File: src/rtl/bts_pkg.sv
package bts_pkg;

   // where the next fetch address comes from
   typedef enum logic [2:0] {
      TS_SEQ = 3'd0,
      TS_RAS = 3'd1,
      TS_BTB = 3'd2,
      TS_IND = 3'd3,
      TS_IMM = 3'd4
   } tgt_src_e;

   typedef struct packed {
      logic uncond;
      logic call;
      logic ret;
      logic direct;
   } ctl_class_t;

endpackage

File: src/rtl/bts_dir_sel.sv
module bts_dir_sel
   import bts_pkg::*;
#(
   parameter bit IN_ORDER = 1'b0
) (
   input  ctl_class_t cls_i,
   input  logic       dir_taken_i,
   input  logic       ras_empty_i,
   output logic       dir_o
);

   generate
      if (IN_ORDER) begin : g_inorder
         // unconditional returns with nothing on the stack fall through
         always_comb begin
            if (cls_i.uncond) dir_o = !(cls_i.ret && ras_empty_i);
            else              dir_o = dir_taken_i;
         end
      end else begin : g_ooo
         logic unused_empty;
         assign unused_empty = ras_empty_i;
         always_comb dir_o = cls_i.uncond | dir_taken_i;
      end
   endgenerate

endmodule

File: src/rtl/bts_tgt_sel.sv
module bts_tgt_sel
   import bts_pkg::*;
#(
   parameter bit USE_INDIRECT = 1'b1,
   parameter bit IN_ORDER     = 1'b0
) (
   input  ctl_class_t cls_i,
   input  logic       dir_i,
   input  logic       btb_hit_i,
   input  logic       ind_hit_i,
   output tgt_src_e   src_o,
   output logic       taken_o,
   output logic       miss_o,
   output logic       dir_upd_o,
   output logic       was_ind_o
);

   localparam bit IND_EN = USE_INDIRECT && !IN_ORDER;
   localparam bit IMM_EN = IN_ORDER;

   logic use_imm;
   logic via_ind;

   generate
      if (IMM_EN) begin : g_imm
         assign use_imm = cls_i.call && cls_i.uncond && cls_i.direct;
      end else begin : g_no_imm
         assign use_imm = 1'b0;
      end
      if (IND_EN) begin : g_ind
         assign via_ind = !cls_i.direct;
      end else begin : g_no_ind
         logic unused_ind;
         assign unused_ind = ind_hit_i;
         assign via_ind    = 1'b0;
      end
   endgenerate

   always_comb begin
      src_o     = TS_SEQ;
      taken_o   = 1'b0;
      miss_o    = 1'b0;
      dir_upd_o = 1'b0;
      was_ind_o = 1'b0;
      if (dir_i) begin
         if (cls_i.ret) begin
            src_o   = TS_RAS;
            taken_o = 1'b1;
         end else if (use_imm) begin
            src_o   = TS_IMM;
            taken_o = 1'b1;
         end else if (!via_ind) begin
            if (btb_hit_i) begin
               src_o   = TS_BTB;
               taken_o = 1'b1;
            end else begin
               miss_o    = 1'b1;
               dir_upd_o = !cls_i.call;
            end
         end else begin
            was_ind_o = 1'b1;
            if (ind_hit_i) begin
               src_o   = TS_IND;
               taken_o = 1'b1;
            end else begin
               miss_o = 1'b1;
            end
         end
      end
   end

endmodule

File: src/rtl/bts_ras_ctl.sv
module bts_ras_ctl
   import bts_pkg::*;
#(
   parameter int PC_W  = 32,
   parameter int IDX_W = 4
) (
   input  ctl_class_t         cls_i,
   input  logic               dir_i,
   input  logic               miss_i,
   input  logic [IDX_W-1:0]   top_idx_i,
   input  logic [PC_W-1:0]    top_tgt_i,
   output logic               push_o,
   output logic               pop_o,
   output logic               was_call_o,
   output logic [IDX_W-1:0]   ck_idx_o,
   output logic [PC_W-1:0]    ck_tgt_o
);

   logic undo_push;

   always_comb begin
      was_call_o = dir_i && cls_i.call && !cls_i.ret;
      // a conditional call that found no target leaves no push behind
      undo_push  = miss_i && !cls_i.uncond;
      push_o     = was_call_o && !undo_push;
      pop_o      = dir_i && cls_i.ret;
      ck_idx_o   = cls_i.ret ? top_idx_i : '0;
      ck_tgt_o   = cls_i.ret ? top_tgt_i : '0;
   end

endmodule

File: src/rtl/bts_ctrl.sv
module bts_ctrl
   import bts_pkg::*;
#(
   parameter int PC_W         = 32,
   parameter int RAS_DEPTH    = 16,
   parameter int INST_BYTES   = 4,
   parameter bit USE_INDIRECT = 1'b1,
   parameter bit IN_ORDER     = 1'b0,
   localparam int IDX_W       = $clog2(RAS_DEPTH)
) (
   input  logic               clk,
   input  logic               rst_n,
   input  logic               valid_i,
   input  logic               is_uncond_i,
   input  logic               is_call_i,
   input  logic               is_ret_i,
   input  logic               is_direct_i,
   input  logic [PC_W-1:0]    pc_i,
   input  logic               dir_taken_i,
   input  logic               btb_hit_i,
   input  logic [PC_W-1:0]    btb_tgt_i,
   input  logic               ind_hit_i,
   input  logic [PC_W-1:0]    ind_tgt_i,
   input  logic [PC_W-1:0]    ras_top_tgt_i,
   input  logic [IDX_W-1:0]   ras_top_idx_i,
   input  logic               ras_empty_i,
   input  logic [PC_W-1:0]    imm_tgt_i,
   output logic               out_valid_o,
   output logic               taken_o,
   output logic [PC_W-1:0]    next_pc_o,
   output logic               ras_push_o,
   output logic [PC_W-1:0]    ras_push_pc_o,
   output logic               ras_pop_o,
   output logic               dir_btb_upd_o,
   output logic [PC_W-1:0]    rec_pc_o,
   output logic               rec_used_ras_o,
   output logic [IDX_W-1:0]   rec_ras_idx_o,
   output logic [PC_W-1:0]    rec_ras_tgt_o,
   output logic               rec_pushed_ras_o,
   output logic               rec_was_call_o,
   output logic               rec_was_return_o,
   output logic               rec_was_indirect_o
);

   localparam logic [PC_W-1:0] STEP = PC_W'(INST_BYTES);

   generate
      if (RAS_DEPTH < 2 || (RAS_DEPTH & (RAS_DEPTH - 1)) != 0) begin : g_bad_depth
         $error("RAS_DEPTH must be a power of two of at least 2");
      end
      if (PC_W < 8 || INST_BYTES < 1 || INST_BYTES > 16) begin : g_bad_pc
         $error("PC_W or INST_BYTES out of range");
      end
   endgenerate

   ctl_class_t cls;
   logic       dir;
   tgt_src_e   src;
   logic       sel_taken, sel_miss, sel_upd, sel_ind;
   logic       rc_push, rc_pop, rc_call;
   logic [IDX_W-1:0] rc_idx;
   logic [PC_W-1:0]  rc_tgt;
   logic [PC_W-1:0]  nxt;

   assign cls = '{uncond: is_uncond_i, call: is_call_i,
                  ret: is_ret_i, direct: is_direct_i};

   bts_dir_sel #(.IN_ORDER(IN_ORDER)) u_dir (
      .cls_i       (cls),
      .dir_taken_i (dir_taken_i),
      .ras_empty_i (ras_empty_i),
      .dir_o       (dir)
   );

   bts_tgt_sel #(.USE_INDIRECT(USE_INDIRECT), .IN_ORDER(IN_ORDER)) u_tgt (
      .cls_i     (cls),
      .dir_i     (dir),
      .btb_hit_i (btb_hit_i),
      .ind_hit_i (ind_hit_i),
      .src_o     (src),
      .taken_o   (sel_taken),
      .miss_o    (sel_miss),
      .dir_upd_o (sel_upd),
      .was_ind_o (sel_ind)
   );

   bts_ras_ctl #(.PC_W(PC_W), .IDX_W(IDX_W)) u_ras (
      .cls_i      (cls),
      .dir_i      (dir),
      .miss_i     (sel_miss),
      .top_idx_i  (ras_top_idx_i),
      .top_tgt_i  (ras_top_tgt_i),
      .push_o     (rc_push),
      .pop_o      (rc_pop),
      .was_call_o (rc_call),
      .ck_idx_o   (rc_idx),
      .ck_tgt_o   (rc_tgt)
   );

   always_comb begin
      unique case (src)
         TS_RAS:  nxt = ras_top_tgt_i;
         TS_BTB:  nxt = btb_tgt_i;
         TS_IND:  nxt = ind_tgt_i;
         TS_IMM:  nxt = imm_tgt_i;
         default: nxt = pc_i + STEP;
      endcase
   end

   always_ff @(posedge clk or negedge rst_n) begin
      if (!rst_n) begin
         out_valid_o        <= 1'b0;
         taken_o            <= 1'b0;
         next_pc_o          <= '0;
         ras_push_o         <= 1'b0;
         ras_push_pc_o      <= '0;
         ras_pop_o          <= 1'b0;
         dir_btb_upd_o      <= 1'b0;
         rec_pc_o           <= '0;
         rec_used_ras_o     <= 1'b0;
         rec_ras_idx_o      <= '0;
         rec_ras_tgt_o      <= '0;
         rec_pushed_ras_o   <= 1'b0;
         rec_was_call_o     <= 1'b0;
         rec_was_return_o   <= 1'b0;
         rec_was_indirect_o <= 1'b0;
      end else begin
         out_valid_o   <= valid_i;
         ras_push_o    <= valid_i && rc_push;
         ras_pop_o     <= valid_i && rc_pop;
         dir_btb_upd_o <= valid_i && sel_upd;
         if (valid_i) begin
            taken_o            <= sel_taken;
            next_pc_o          <= nxt;
            ras_push_pc_o      <= pc_i;
            rec_pc_o           <= pc_i;
            rec_used_ras_o     <= rc_pop;
            rec_ras_idx_o      <= rc_idx;
            rec_ras_tgt_o      <= rc_tgt;
            rec_pushed_ras_o   <= rc_push;
            rec_was_call_o     <= rc_call;
            rec_was_return_o   <= is_ret_i;
            rec_was_indirect_o <= sel_ind;
         end
      end
   end

   // the stack never sees both commands together
   p_push_pop_excl_r13: assert property (@(posedge clk) disable iff (!rst_n)
      !(ras_push_o && ras_pop_o));

   // a target-buffer training request only accompanies a not-taken result
   p_upd_not_taken_r6: assert property (@(posedge clk) disable iff (!rst_n)
      dir_btb_upd_o |-> !taken_o);

   // every not-taken result continues sequentially
   p_seq_fallthrough_r6: assert property (@(posedge clk) disable iff (!rst_n)
      (out_valid_o && !taken_o) |-> (next_pc_o == rec_pc_o + STEP));

   // stack-sourced targets always retire the top entry
   p_used_pops_r2: assert property (@(posedge clk) disable iff (!rst_n)
      (out_valid_o && rec_used_ras_o) |-> (ras_pop_o && taken_o));

   // a surviving push belongs to a call and is really issued
   p_pushed_is_call_r4: assert property (@(posedge clk) disable iff (!rst_n)
      (out_valid_o && rec_pushed_ras_o) |-> (rec_was_call_o && ras_push_o));

   // returns never push
   p_ret_no_push_r3: assert property (@(posedge clk) disable iff (!rst_n)
      (out_valid_o && rec_was_return_o) |-> !ras_push_o);

   // commands are quiet when no result is presented
   p_idle_quiet_r12: assert property (@(posedge clk) disable iff (!rst_n)
      !out_valid_o |-> !(ras_push_o || ras_pop_o || dir_btb_upd_o));

endmodule

File: config.mk
export PLATFORM = sky130hd
export DESIGN_NAME = bts_ctrl
export DESIGN_NICKNAME = d
export VERILOG_FILES = /design/src/rtl/bts_pkg.sv /design/src/rtl/bts_dir_sel.sv /design/src/rtl/bts_tgt_sel.sv /design/src/rtl/bts_ras_ctl.sv /design/src/rtl/bts_ctrl.sv
export SDC_FILE = /design/constraint.sdc
export NUM_CORES = 1
export LEC_CHECK = 0
export ABC_AREA = 0
export BUFFER_PORTS_ARGS = -buffer_cell sky130_fd_sc_hd__buf_4
export CAP_MARGIN = 0
export CORE_MARGIN = 8
export CORE_UTILIZATION = 50
export CTS_BUF_LIST = sky130_fd_sc_hd__clkbuf_4 sky130_fd_sc_hd__clkbuf_8
export CTS_CLUSTER_DIAMETER = 120
export CTS_CLUSTER_SIZE = 16
export DETAILED_ROUTE_END_ITERATION = 10
export GPL_ROUTABILITY_DRIVEN = 0
export PLACE_DENSITY = 0.89
export SYNTH_ARGS = -nofsm -noshare
export SYNTH_HDL_FRONTEND = slang
export SYNTH_SLANG_ARGS = --single-unit
File: constraint.sdc
create_clock -name clk -period 3.1 [get_ports clk]
set_input_delay 0.62 -clock clk [delete_from_list [all_inputs] [get_ports clk]]
set_output_delay 0.62 -clock clk [all_outputs]
set_load 0.01 [all_outputs]
==> out/metrics.json <==
{
  "status": {
    "run_status": "completed"
  },
  "floorplanning": {
    "die_area_sq_um": 15200,
    "floorplan.io_pins": 317,
    "floorplan.die.height_um": 123,
    "placement_rows": 39,
    "chipWidth_um": 123,
    "floorplan.initialDensity_pct": 51.0,
    "design.core.area_sq_um": 11300
  },
  "job": {
    "maxCapViolCount": 0
  },
  "sta": {
    "post-route-worst-setup-slack_ns": 0.774,
    "finalHoldWorstSlack_ns": 0.240,
    "relSlewSlack_pct": 51.8,
    "maxClockFrequency_ghz": 0.430,
    "timing.final.crit_period_ns": 2.33,
    "totalNegativeSetupSlack_ns": 0,
    "grt_setup_unrepaired": "no",
    "worstMarginPinSlew_ns": 0.722,
    "finClkSkew_ns": 0,
    "period_utilisation_layout_pct": 75.0,
    "count_of_final_max_slew_check_failures": 0,
    "setup-violations-final": 0,
    "hold_violations": 0
  },
  "clock_network": {
    "post_cts_buffers": 0,
    "clock_tree.buffer_depth": 2,
    "cts_tree": "built",
    "clock_tree.htree_level_count": 3,
    "post_cts.resized_instances": 0,
    "cts_inserted_buffers": 9,
    "clk_pin_slew_ns": 0.10,
    "cts_hold_repair.buffers": 0,
    "cts_sinks": 110,
    "clk_latency_ns": 0.37,
    "cts.root.buffer_cell": "sky130_fd_sc_hd__clkbuf_8"
  },
  "pwr": {
    "p_per_area_nw_per_um2": 459,
    "leakage_nw": 3.85,
    "vdd.ir_drop.worst_v": 0.000280,
    "total_power_mw": 3.66
  },
  "synth": {
    "synth_enable_flop_cells": 0,
    "yosys_most_used_dff": "sky130_fd_sc_hd__dfrtp_1",
    "synth_async_sr_flop_share_pct": 100,
    "post-synth-top-area-cell": "sky130_fd_sc_hd__dfrtp_1",
    "post-synth-top-count-cell": "sky130_fd_sc_hd__dfrtp_1",
    "ys_top_cells_by_count": "sky130_fd_sc_hd__dfrtp_1, sky130_fd_sc_hd__o21ai_0, sky130_fd_sc_hd__nand3_1",
    "syn_area_per_cell_sq_um": 9.73,
    "ys_ff_latch": 110,
    "yosys_warnings": 0,
    "synth_cell_type_count": 57,
    "post_synth_instance_area_sq_um": 5770,
    "netlist_instances": 593,
    "synth_area_leaders": "sky130_fd_sc_hd__dfrtp_1, sky130_fd_sc_hd__mux2_2, sky130_fd_sc_hd__buf_4, sky130_fd_sc_hd__o21ai_0, sky130_fd_sc_hd__nand3_1",
    "synth-seq-area-share_pct": 47.7,
    "synthDominantCellAreaShare_pct": 47.7,
    "synthesis.nets": 769
  },
  "global_route": {
    "track_usage_pct": 26.3,
    "grt_use_met2_pct": 42.9,
    "grt_pass1_vias": 5731,
    "met1_usage_pct": 32.8,
    "grt_antenna_before_repair": 0,
    "maximum_number_of_pins_on_one_net_before_global_route_repair": 68,
    "grt.overflow.total": 0,
    "first_pass_grt_wire_length_mm": 31.3,
    "grt_util_met3_pct": 6.53,
    "grt.busiest_layer": "met2"
  },
  "worst_setup_path": {
    "critical_path_sink_type": "register",
    "startpoint_type": "input port",
    "worstPathArrival_ns": 2.62,
    "ff2ff_path_depth": 3,
    "critical_path_maximum_fanout": 16,
    "crit_required_ns": 3.39,
    "setup.worst_path.class": "input port to register"
  },
  "route": {
    "detail_route.vias_per_cell": 5.89,
    "vias": 5747,
    "routed_wl_mm": 21.0,
    "drt_first_iter_violations": 791,
    "drt_pre_antenna_iters": 6,
    "postRouteAntennaNets": 0,
    "routedWlPerCell_um": 21.5,
    "drt_drc_violations_left": 0
  },
  "hold_path": {
    "hold_class": "input port to async pin"
  },
  "place": {
    "port-buffer-count": 283,
    "pre_cts_ws_ns": 0.421,
    "sum_of_net_half_perimeters_after_detailed_placement_mm": 16.3
  },
  "layout": {
    "numnets_final": 1004,
    "diodes": 0,
    "number_of_fill_cells": 853,
    "multi_input_area_sq_um": 2450,
    "syn_to_final_growth_pct": 38.1,
    "final_layout_size_suffix_gt1_share_pct": 43.1,
    "regArea_sq_um": 2750
  }
}
-- worst paths after layout --
check / to / slack [ns] / startpoint
max: next_pc_o[19] / 0.77 / btb_hit_i
min: rec_ras_tgt_o[30] / 0.24 / rst_n
max reg2reg: next_pc_o[24] / 1.98 / next_pc_o[24]
min reg2reg: next_pc_o[0] / 0.49 / next_pc_o[0]
max in group asynchronous: next_pc_o[18] / 2.07 / rst_n
min in group clk: dir_btb_upd_o / 0.41 / is_call_i
-- where the power goes --
part           internal (mW)  switching [mW]  total [mW]
logic                  0.509           0.509        1.02
registers               1.58          0.0974        1.68
clock network          0.458           0.507       0.965
total                   2.55            1.11        3.66
-- worst max-delay path, cell delays in order --
cell and delay (ns):
sky130_fd_sc_hd__buf_4 0.13, sky130_fd_sc_hd__and2_1 0.31, sky130_fd_sc_hd__o21ai_2 0.62, sky130_fd_sc_hd__buf_4 0.34, sky130_fd_sc_hd__a22oi_1 0.14, sky130_fd_sc_hd__a21oi_1 0.27
sky130_fd_sc_hd__a2bb2oi_1 0.18
-- layout by cell type (no fill, tap or decap), drive strengths merged, types with 4 or more instances in the layout --
| master | count |
|---|---|
| o221ai | 8 |
| a21oi | 31 |
| nand4 | 14 |
| buf | 292 |
| nor2 | 31 |
| and3 | 5 |
| xnor2 | 8 |
| a31oi | 4 |
| xor2 | 17 |
| o22ai | 5 |
| mux2 | 33 |
| a222oi | 7 |
| inv | 44 |
| nor3 | 5 |
| nand2 | 34 |
| a22oi | 20 |
| o21ai | 50 |
| nor2b | 4 |
| a22o | 4 |
| nand3 | 49 |
| clkbuf | 9 |
| dfrtp | 110 |
| a21o | 10 |
-- per-layer routing --
| metal | routed length [um] | vias to the layer above |
|---|---|---|
| li1 | - | 2552 |
| met1 | 8170 | 2769 |
| met2 | 10100 | 364 |
| met3 | 2030 | 62 |
| met4 | 644 | 0 |
| met5 | 0 | - |
-- logic make-up (layout without fill, tap and decap cells) --
group                    after synthesis  in the layout  share of synthesized area (%)
AO/OA/AOI/OAI                        161            161                           18.5
AND/OR/NAND/NOR                      150            150                           13.4
buffers and inverters                112            352                           9.86
flip-flops                           110            110                           47.7
multiplexers                          34             34                           6.61
XOR/XNOR                              25             25                           3.79
adder cells (fa/ha/maj)                1              1                          0.217
-- state kept, by name, summed over array words and instances, names as in the netlist --
name                flops
rec_was_call_o          1
ras_pop_o               1
rec_used_ras_o          1
dir_btb_upd_o           1
rec_was_indirect_o      1
rec_ras_tgt_o          32
rec_pushed_ras_o        1
rec_ras_idx_o           4
rec_was_return_o        1
taken_o                 1
ras_push_o              1
rec_pc_o               32
next_pc_o              32
out_valid_o             1
-- layout make-up --
class	count	area share [%]
clock buffer	9	1.55
clock inverter	7	1.22
inverter	44	2.07
multi-input combinational	371	30.7
sequential	110	34.5
tap	143	2.24
timing repair buffer	292	27.7
-- stage by stage --
step / utilization (%) / instance area [sq um] / std cells
after floorplan: - / 5770 / 593
after global placement: 68.5 / 7750 / 960
after detailed placement: 68.5 / 7750 / 960
after CTS: 70.4 / 7970 / 976
after global routing: 70.4 / 7970 / 976
final: 70.4 / 7970 / 976
Note: power is estimated with default switching activity, not from simulation.
